==> src/rtl/frg_pkg.sv <==
package frg_pkg;
    localparam int DIV_W  = 16;
    localparam int CTRL_W = 16;

    typedef struct packed {
        logic             use_44k;
        logic [DIV_W-1:0] inc;
        logic [DIV_W-1:0] field;
    } frg_cfg_t;

    typedef struct packed {
        logic [DIV_W-1:0] acc;
        logic             strobe;
    } frg_acc_t;
endpackage

==> src/rtl/frg_cfg_regs.sv <==
module frg_cfg_regs
    import frg_pkg::*;
#(
    parameter int P_DIV_W  = DIV_W,
    parameter int P_CTRL_W = CTRL_W
) (
    input  logic                 clk,
    input  logic                 rst_n,
    input  logic                 sel_wr_i,
    input  logic [P_CTRL_W-1:0]  sel_data_i,
    input  logic                 ratio_wr_i,
    input  logic [2*P_DIV_W-1:0] ratio_data_i,
    output logic                 use_44k_o,
    output logic [P_DIV_W-1:0]   inc_o,
    output logic [P_DIV_W-1:0]   mod_o,
    output logic                 clr_o
);
    localparam int RATIO_W = 2 * P_DIV_W;

    typedef struct packed {
        logic               use_44k;
        logic [P_DIV_W-1:0] inc;
        logic [P_DIV_W-1:0] field;
    } cfg_t;

    cfg_t cfg_d, cfg_q;

    always_comb begin
        cfg_d = cfg_q;
        if (sel_wr_i) begin
            cfg_d.use_44k = sel_data_i[0];
        end
        if (ratio_wr_i) begin
            cfg_d.inc   = ratio_data_i[P_DIV_W-1:0];
            cfg_d.field = ratio_data_i[RATIO_W-1:P_DIV_W];
        end
    end

    always_ff @(posedge clk) begin
        if (!rst_n) begin
            cfg_q.use_44k <= 1'b0;
            cfg_q.inc     <= '0;
            cfg_q.field   <= '1;
        end else begin
            cfg_q <= cfg_d;
        end
    end

    // modulus recovered from the biased field
    assign mod_o     = cfg_q.inc - cfg_q.field - P_DIV_W'(1);
    assign inc_o     = cfg_q.inc;
    assign use_44k_o = cfg_q.use_44k;
    assign clr_o     = sel_wr_i | ratio_wr_i;

    AST_SEL_HOLDS: assert property (@(posedge clk) disable iff (!rst_n)
        !sel_wr_i |=> $stable(use_44k_o));
    AST_RATIO_HOLDS: assert property (@(posedge clk) disable iff (!rst_n)
        !ratio_wr_i |=> ($stable(inc_o) && $stable(mod_o)));
endmodule

==> src/rtl/frg_tick_sel.sv <==
module frg_tick_sel #(
    parameter int N_SRC = 2
) (
    input  logic [N_SRC-1:0]         tick_i,
    input  logic [$clog2(N_SRC)-1:0] pick_i,
    output logic                     tick_o
);
    logic [N_SRC-1:0] gated;

    genvar g;
    generate
        for (g = 0; g < N_SRC; g++) begin : g_gate
            assign gated[g] = tick_i[g] & (pick_i == g[$clog2(N_SRC)-1:0]);
        end
    endgenerate

    assign tick_o = |gated;
endmodule

==> src/rtl/frg_accum.sv <==
module frg_accum #(
    parameter int P_DIV_W = 16
) (
    input  logic               clk,
    input  logic               rst_n,
    input  logic               tick_i,
    input  logic               clr_i,
    input  logic [P_DIV_W-1:0] inc_i,
    input  logic [P_DIV_W-1:0] mod_i,
    output logic               strobe_o
);
    localparam int SUM_W = P_DIV_W + 1;

    typedef struct packed {
        logic [P_DIV_W-1:0] acc;
        logic               strobe;
    } acc_t;

    acc_t st_d, st_q;
    logic [SUM_W-1:0] sum;
    logic [SUM_W-1:0] wrapped;

    always_comb begin
        sum     = {1'b0, st_q.acc} + {1'b0, inc_i};
        wrapped = sum - {1'b0, mod_i};
        st_d    = st_q;
        st_d.strobe = 1'b0;
        if (clr_i || (mod_i == '0)) begin
            st_d.acc = '0;
        end else if (tick_i) begin
            if (sum >= {1'b0, mod_i}) begin
                st_d.acc    = wrapped[P_DIV_W-1:0];
                st_d.strobe = 1'b1;
            end else begin
                st_d.acc = sum[P_DIV_W-1:0];
            end
        end
    end

    always_ff @(posedge clk) begin
        if (!rst_n) begin
            st_q <= '0;
        end else begin
            st_q <= st_d;
        end
    end

    assign strobe_o = st_q.strobe;

    AST_STROBE_NEEDS_TICK: assert property (@(posedge clk) disable iff (!rst_n)
        strobe_o |-> $past(tick_i));
    AST_ACC_BELOW_MOD: assert property (@(posedge clk) disable iff (!rst_n)
        ((mod_i != '0) && (inc_i <= mod_i)) |-> (st_q.acc < mod_i));
    AST_ZERO_MOD_IDLE: assert property (@(posedge clk) disable iff (!rst_n)
        (mod_i == '0) |-> ((st_q.acc == '0) && !strobe_o));
    AST_WRITE_CLEARS: assert property (@(posedge clk) disable iff (!rst_n)
        clr_i |=> ((st_q.acc == '0) && !strobe_o));
endmodule

==> src/rtl/frac_rate_gen.sv <==
module frac_rate_gen
    import frg_pkg::*;
#(
    parameter int P_DIV_W  = DIV_W,
    parameter int P_CTRL_W = CTRL_W
) (
    input  logic                 clk,
    input  logic                 rst_n,
    input  logic                 tick_44k_i,
    input  logic                 tick_48k_i,
    input  logic                 sel_wr_i,
    input  logic [P_CTRL_W-1:0]  sel_data_i,
    input  logic                 ratio_wr_i,
    input  logic [2*P_DIV_W-1:0] ratio_data_i,
    output logic                 rate_strobe_o
);
    logic               use_44k;
    logic [P_DIV_W-1:0] inc;
    logic [P_DIV_W-1:0] mod;
    logic               clr;
    logic               tick;

    frg_cfg_regs #(.P_DIV_W(P_DIV_W), .P_CTRL_W(P_CTRL_W)) cfg_i (
        .clk          (clk),
        .rst_n        (rst_n),
        .sel_wr_i     (sel_wr_i),
        .sel_data_i   (sel_data_i),
        .ratio_wr_i   (ratio_wr_i),
        .ratio_data_i (ratio_data_i),
        .use_44k_o    (use_44k),
        .inc_o        (inc),
        .mod_o        (mod),
        .clr_o        (clr)
    );

    // source 1 is the 44.1 kHz family, source 0 the 48 kHz family
    frg_tick_sel #(.N_SRC(2)) sel_i (
        .tick_i ({tick_44k_i, tick_48k_i}),
        .pick_i (use_44k),
        .tick_o (tick)
    );

    frg_accum #(.P_DIV_W(P_DIV_W)) acc_i (
        .clk      (clk),
        .rst_n    (rst_n),
        .tick_i   (tick),
        .clr_i    (clr),
        .inc_i    (inc),
        .mod_i    (mod),
        .strobe_o (rate_strobe_o)
    );

    AST_NO_STROBE_IDLE: assert property (@(posedge clk) disable iff (!rst_n)
        !(tick_44k_i || tick_48k_i) |=> !rate_strobe_o);
endmodule

==> config.mk <==
export PLATFORM = sky130hd
export DESIGN_NAME = frac_rate_gen
export DESIGN_NICKNAME = d
export VERILOG_FILES = /design/src/rtl/frg_pkg.sv /design/src/rtl/frg_cfg_regs.sv /design/src/rtl/frg_tick_sel.sv /design/src/rtl/frg_accum.sv /design/src/rtl/frac_rate_gen.sv
export SDC_FILE = /design/constraint.sdc
export NUM_CORES = 1
export LEC_CHECK = 0
export ABC_AREA = 1
export CAP_MARGIN = 20
export CORE_MARGIN = 3
export CORE_UTILIZATION = 52
export DETAILED_ROUTE_END_ITERATION = 8
export PLACE_DENSITY = 0.81
export SYNTH_ARGS = -nofsm -noshare
export SYNTH_HDL_FRONTEND = slang
export SYNTH_SLANG_ARGS = --single-unit
export TNS_END_PERCENT = 1
==> constraint.sdc <==
create_clock -name clk -period 3.15 [get_ports clk]
set_input_delay 0.315 -clock clk [delete_from_list [all_inputs] [get_ports clk]]
set_output_delay 0.315 -clock clk [all_outputs]
set_load 0.02 [all_outputs]
# Yosys cells after proc, flatten, opt, wreduce, memory -nomap -nowiden
# Index checks and enable logic that the tools add are counted.
[totals]
out_inout_bits = 1
inputBits = 54
regBits = 50
elab_cells = 23
[classes]
mux = 2
reduce_logical = 5
add_sub_neg = 4
magnitude_cmp = 1
n_bitwise = 6
[op_table]
columns = ["operator", "count"]
rows = [
  ["$sub A16 B16 Y16", 2],
  ["$add A16 B16 Y17", 1],
  ["$ge A17 B16 Y1", 1],
  ["$logic_not A16 Y1", 1],
  ["$mux W16", 1],
  ["$sub A16 B1 Y16 const B", 1],
  ["$reduce_or A2 Y1", 2],
  ["$not A1 Y1", 3],
  ["$reduce_or A3 Y1", 1],
  ["$and A1 B1 Y1", 2],
  ["$logic_or A1 B1 Y1", 1],
  ["$mux W1", 1],
  ["$or A1 B1 Y1", 1],
]

# Longest topological paths before layout
[logic_depth]
depth_word = 5
ltp_mapped = 25
mapped_depth_nobuf = 24

# By module
# From an unflattened synthesis, not the netlist that was laid out.
[hier_totals]
hier_cells = 891
hier_area_um2 = 5188.7
[by_module_without_submodules]
columns = ["mod", "area_each_um2", "seq_area_each_um2", "cells_each", "instances"]
rows = [
  ["frg_accum", 2987.9, 340.3, 548, 1],
  ["frg_cfg_regs", 2185.8, 660.6, 339, 1],
  ["frg_tick_sel", 15.0, 0.0, 4, 1],
]

# Worst setup path before layout
# Ideal clock, no wire load.
[synth_timing]
path_type = "register -> register"
startpoint = "register acc_i.st_q[1] (netlist name)"
endpoint = "register acc_i.st_q[13] (netlist name)"
period_less_slack_ps = 3137
t_required_ps = 3037
arrival_ps = 3024
slack_ps = 13
n_path_buf = 1
path_stages_with_launch = 23
setup_ps = 113
path_cell_list = "dfxtp_1 ha_1 fa_1 nand3_1 nand3_1 a21oi_1 o21ai_0 xnor2_1 inv_1 ha_1 nand2_1 nand2_1 nand2_1 nand2_1 a21oi_1 nand2_1 nand2_2 nand2_2 buf_6 nand3_1 nand2_1 nor2_1 nor2_1"
[synth_between]
elab_chain_cells = 3
elab_cells_between_ends = 4
classes_between = "add/sub (2); order compare (1); mux (1)"
[synth_rtl]
columns = ["item", "line_no", "source"]
rows = [
  ["from (decl)", "frg_accum.sv:19", "acc_t st_d, st_q;"],
  ["from (signal assigned)", "frg_accum.sv:44", "st_q <= st_d;"],
  ["$add A16 B16 Y17 (*)", "frg_accum.sv:24", "sum = {1'b0, st_q.acc} + {1'b0, inc_i};"],
  ["$sub A16 B16 Y16 or $ge A17 B16 Y1 (tied branches)", "frg_accum.sv:25, frg_accum.sv:31", ""],
  ["$mux W16 (*)", "frg_accum.sv:31", "if (sum >= {1'b0, mod_i}) begin"],
]
# Every way passes the cells marked *; elsewhere a longest branch is shown, timed or not.
# A chain may end at the register's enable or synchronous reset.

# Worst setup path in the final report
[layout_timing]
startpoint = "register acc_i.st_q[1] (netlist name)"
endpoint = "register acc_i.st_q[16] (netlist name)"
# Same word-level chain as after synthesis.

==> results.py <==
metrics = {
    "outcome": {
        "status": "complete, but fails checks",
        "violations": "negative setup slack",
    },
    "drt": {
        "firstDrtPassIters": 5,
        "avgViaCountPerCell": 5.547,
        "vias": 5725,
        "drtIter0Drc": 382,
        "drtAntennaViolNets": 0,
        "routedWlPerCell_um": 15.61,
        "drc": 0,
        "wirelength_um": 16110,
    },
    "timing": {
        "setup_viol": 3,
        "setup_ws_ns": -0.03750,
        "skew_ns": 0.01154,
        "finalCriticalPeriod_ns": 3.188,
        "rsz0062_at_grt": "true",
        "tightest_slew_ns": 0.6446,
        "period_share_pct": 101.2,
        "fmax_ghz": 0.3137,
        "final_max_slew_viol_count": 0,
        "hold_violations": 0,
        "tns_ns": -0.04896,
        "slew_headroom_pct": 56.89,
        "whs_ns": 0.4739,
    },
    "worst_hold_path": {
        "worst_hold_startpoint": "cfg_i.cfg_q[6]",
        "hp-class": "flip-flop to flip-flop",
        "whs_path_depth": 2,
        "min_to": "cfg_i.cfg_q[6]",
    },
    "floorplan": {
        "die_h_um": 101.8,
        "die_x_um": 101.8,
        "fp.coreArea_sq_um": 8806,
        "start_util_pct": 54.19,
        "rows": 34,
        "die-area_sq_um": 10360,
        "ios": 55,
    },
    "synth": {
        "syn-num-nets": 905,
        "synth_top_family_by_area": "simple AND/OR/NAND/NOR gates",
        "yosysUniqueCellTypes": 31,
        "syn-cell-area_sq_um": 4772,
        "synth_compound_area_share_pct": 11.54,
        "ys_ff_latch": 50,
        "synth_fa_ha_area_share_pct": 13.58,
        "synth_edf_count": 0,
        "synth.area.mux_share_pct": 0,
        "synth_flop_cell": "dfxtp_1",
        "post_synth_and_or_nand_nor_area_fraction_pct": 39.30,
        "yosysWarnings": 0,
        "synth-xor-area-share_pct": 3.671,
        "synthArstFlopShare_pct": 0,
        "yosysSeqAreaShare_pct": 20.98,
        "syn_avg_cell_area_sq_um": 5.958,
        "synth_cells": 801,
    },
    "global_route": {
        "grt_pass1_wl_um": 23410,
        "overflow": 0,
        "grt_max_degree": 48,
        "first_global_vias": 5204,
        "antenna_found_initial": 0,
        "track_usage_pct": 28.44,
    },
    "worst_setup_path": {
        "startpoint_type": "flip-flop",
        "r2r-start": "acc_i.st_q[1]",
        "r2r_slack_ns": -0.04,
        "cp_max_fo": 4,
        "crit_type": "flip-flop to flip-flop",
        "ff2ff_path_depth": 22,
        "cp_data_arrival_time_ns": 3.40,
        "worstSetupEndpointType": "flip-flop",
        "crit_start": "acc_i.st_q[1]",
        "required_ns": 3.36,
        "rr_endpoint": "acc_i.st_q[16]",
    },
    "clock_tree": {
        "root_buffer": "clkbuf_8",
        "cts.path.max_buffers": 2,
        "clkLatencyLatePin_ns": 0.32,
        "clk_pin_slew_ns": 0.11,
        "cts_tree": "yes",
        "ctsHoldBuffers": 0,
        "htreeDepth": 2,
        "numCtsBuffers": 5,
        "cts_sinks": 50,
    },
    "power_and_ir_drop": {
        "power_density_nw_per_um2": 403.4,
        "vdd_drop_max_uv": 277.3,
        "power_leakage_nw": 3.436,
    },
    "cells_and_area": {
        "fillCellCount": 635,
        "area_delta_synth_final_pct": 40.95,
        "drive_above_1_share_pct": 26.52,
        "diodes": 0,
        "finalNonFillerCells": 1032,
        "utilization_pct": 76.39,
        "fin_nets": 1027,
    },
    "placement": {
        "io_buffer_count": 39,
        "place_congestion": 0.8906,
        "place.detailed.hpwl_um": 11080,
        "place_inst": 1015,
    },
    "run": {
        "maxCapViolations": 0,
    },
}
==> report_power, final <==
group          total [mW]  internal [mW]  switching [mW]  leakage, nW
clock               0.422          0.178           0.245       0.0472
combinational        1.58          0.723           0.858         2.97
sequential          0.710          0.671          0.0387        0.418
==> metrics by stage <==
stage               power, mW  setup WS, ns  cell area [sq um]
detailed placement      1.969       -0.3053               5827
finish                  2.713      -0.03750               6726
floorplan               1.473       0.01341               4772
global placement        1.932       -0.1971               5827
CTS                     2.480      -0.01033               6180
global route            2.868       -0.1904               6726
==> how the worst max path moves through the flow <==
| stage | end | depth (start not counted) | slack (ns) |
|---|---|---|---|
| after floorplan | acc_i.st_q[13] | 22 | 0.01 |
| after detailed placement | acc_i.st_q[3] | 20 | -0.31 |
| after CTS | acc_i.st_q[5] | 22 | -0.01 |
| final | acc_i.st_q[16] | 22 | -0.04 |
| after global routing | acc_i.st_q[3] | 19 | -0.19 |
| after global placement | acc_i.st_q[2] | 20 | -0.20 |
==> layer usage <==
layer  global-route usage [%]  part of all wire [%]
met1                    33.78                    39
met4                    9.100                   4.1
met2                    52.57                    50
met5                        0                     0
met3                    3.719                   6.2
==> Yosys cell counts, drive strengths merged, types with 7 or more instances <==
cell | instances | area [sq um]
nand4 | 11 | 68.82
nand2 | 248 | 965.9
a21oi | 55 | 290.3
xnor2 | 10 | 87.58
inv | 118 | 442.9
o21ai | 37 | 185.2
nand3 | 51 | 270.3
nor2 | 119 | 459.2
nor3 | 7 | 40.04
dfxtp | 50 | 1001
nand3b | 7 | 52.55
clkbuf | 10 | 37.54
xor2 | 10 | 87.58
ha | 47 | 588.1
==> registers in the layout (all words and copies together), names as in the netlist <==
signal           flops
cfg_i.cfg_q         16
acc_i.strobe_o       1
cfg_i.use_44k_o      1
cfg_i.inc_o         16
acc_i.st_q          16
==> layout make-up <==
cell class	count	area [sq um]	share of cell area [%]
clock buffer	6	82.58	1.228
clock inverter	2	12.51	0.1860
inverter	120	450.4	6.696
multi-input combinational	618	3949	58.71
sequential	50	1027	15.27
tap	108	135.1	2.009
timing repair buffer	128	1070	15.90
==> logic make-up (layout without fill, tap and decap cells) <==
kind of cell             count (synthesis)  count (layout)
AND/OR/NAND/NOR                        446             446
buffers and inverters                  133             256
AO/OA/AOI/OAI                          102             102
adder cells (fa/ha/maj)                 50              50
flip-flops                              50              50
XOR/XNOR                                20              20
==> what timing repair did <==
item / in CTS / in global routing
setup buffers: 4 / 5
endpoints found under the setup margin: 17 / 17
gates resized for setup: 46 / 100
pin swaps: 8 / 25
==> cells in the final DEF (no fill, tap or decap), drive strengths merged <==
cell,synthesis,routed
clkinvlp,0,1
nor2,119,119
xor2,10,10
nand3,51,51
nand4,11,11
nand2,248,248
a21o,1,1
clkbuf,10,6
o21ai,37,37
buf,3,89
or2,1,1
ha,47,47
inv,118,118
o21a,1,1
a21boi,2,2
a21oi,55,55
clkdlybuf4s50,0,39
fa,3,3
xnor2,10,10
dfxtp,50,50
o21bai,6,6
nor3,7,7
clkinv,2,3
nand3b,7,7
and2,2,2
==> worst max-delay path, cell delays in order, from the launching register on <==
cell and delay, ns:
dfxtp_2 0.34, ha_2 0.20, fa_2 0.37, nand3_2 0.11
nand3_4 0.10, a21oi_4 0.15, buf_4 0.14, xnor2_2 0.16
ha_4 0.27, nand2_1 0.08, inv_1 0.05, a21oi_1 0.14
nand2_1 0.10, nand2_1 0.13, nand2_2 0.09, buf_4 0.14
buf_4 0.13, nand2_1 0.06, nand2_1 0.05, nand3_1 0.09
nand2_1 0.05, nor2_1 0.08, nor2_1 0.05
No activity file was read; power rests on OpenSTA's default activity.
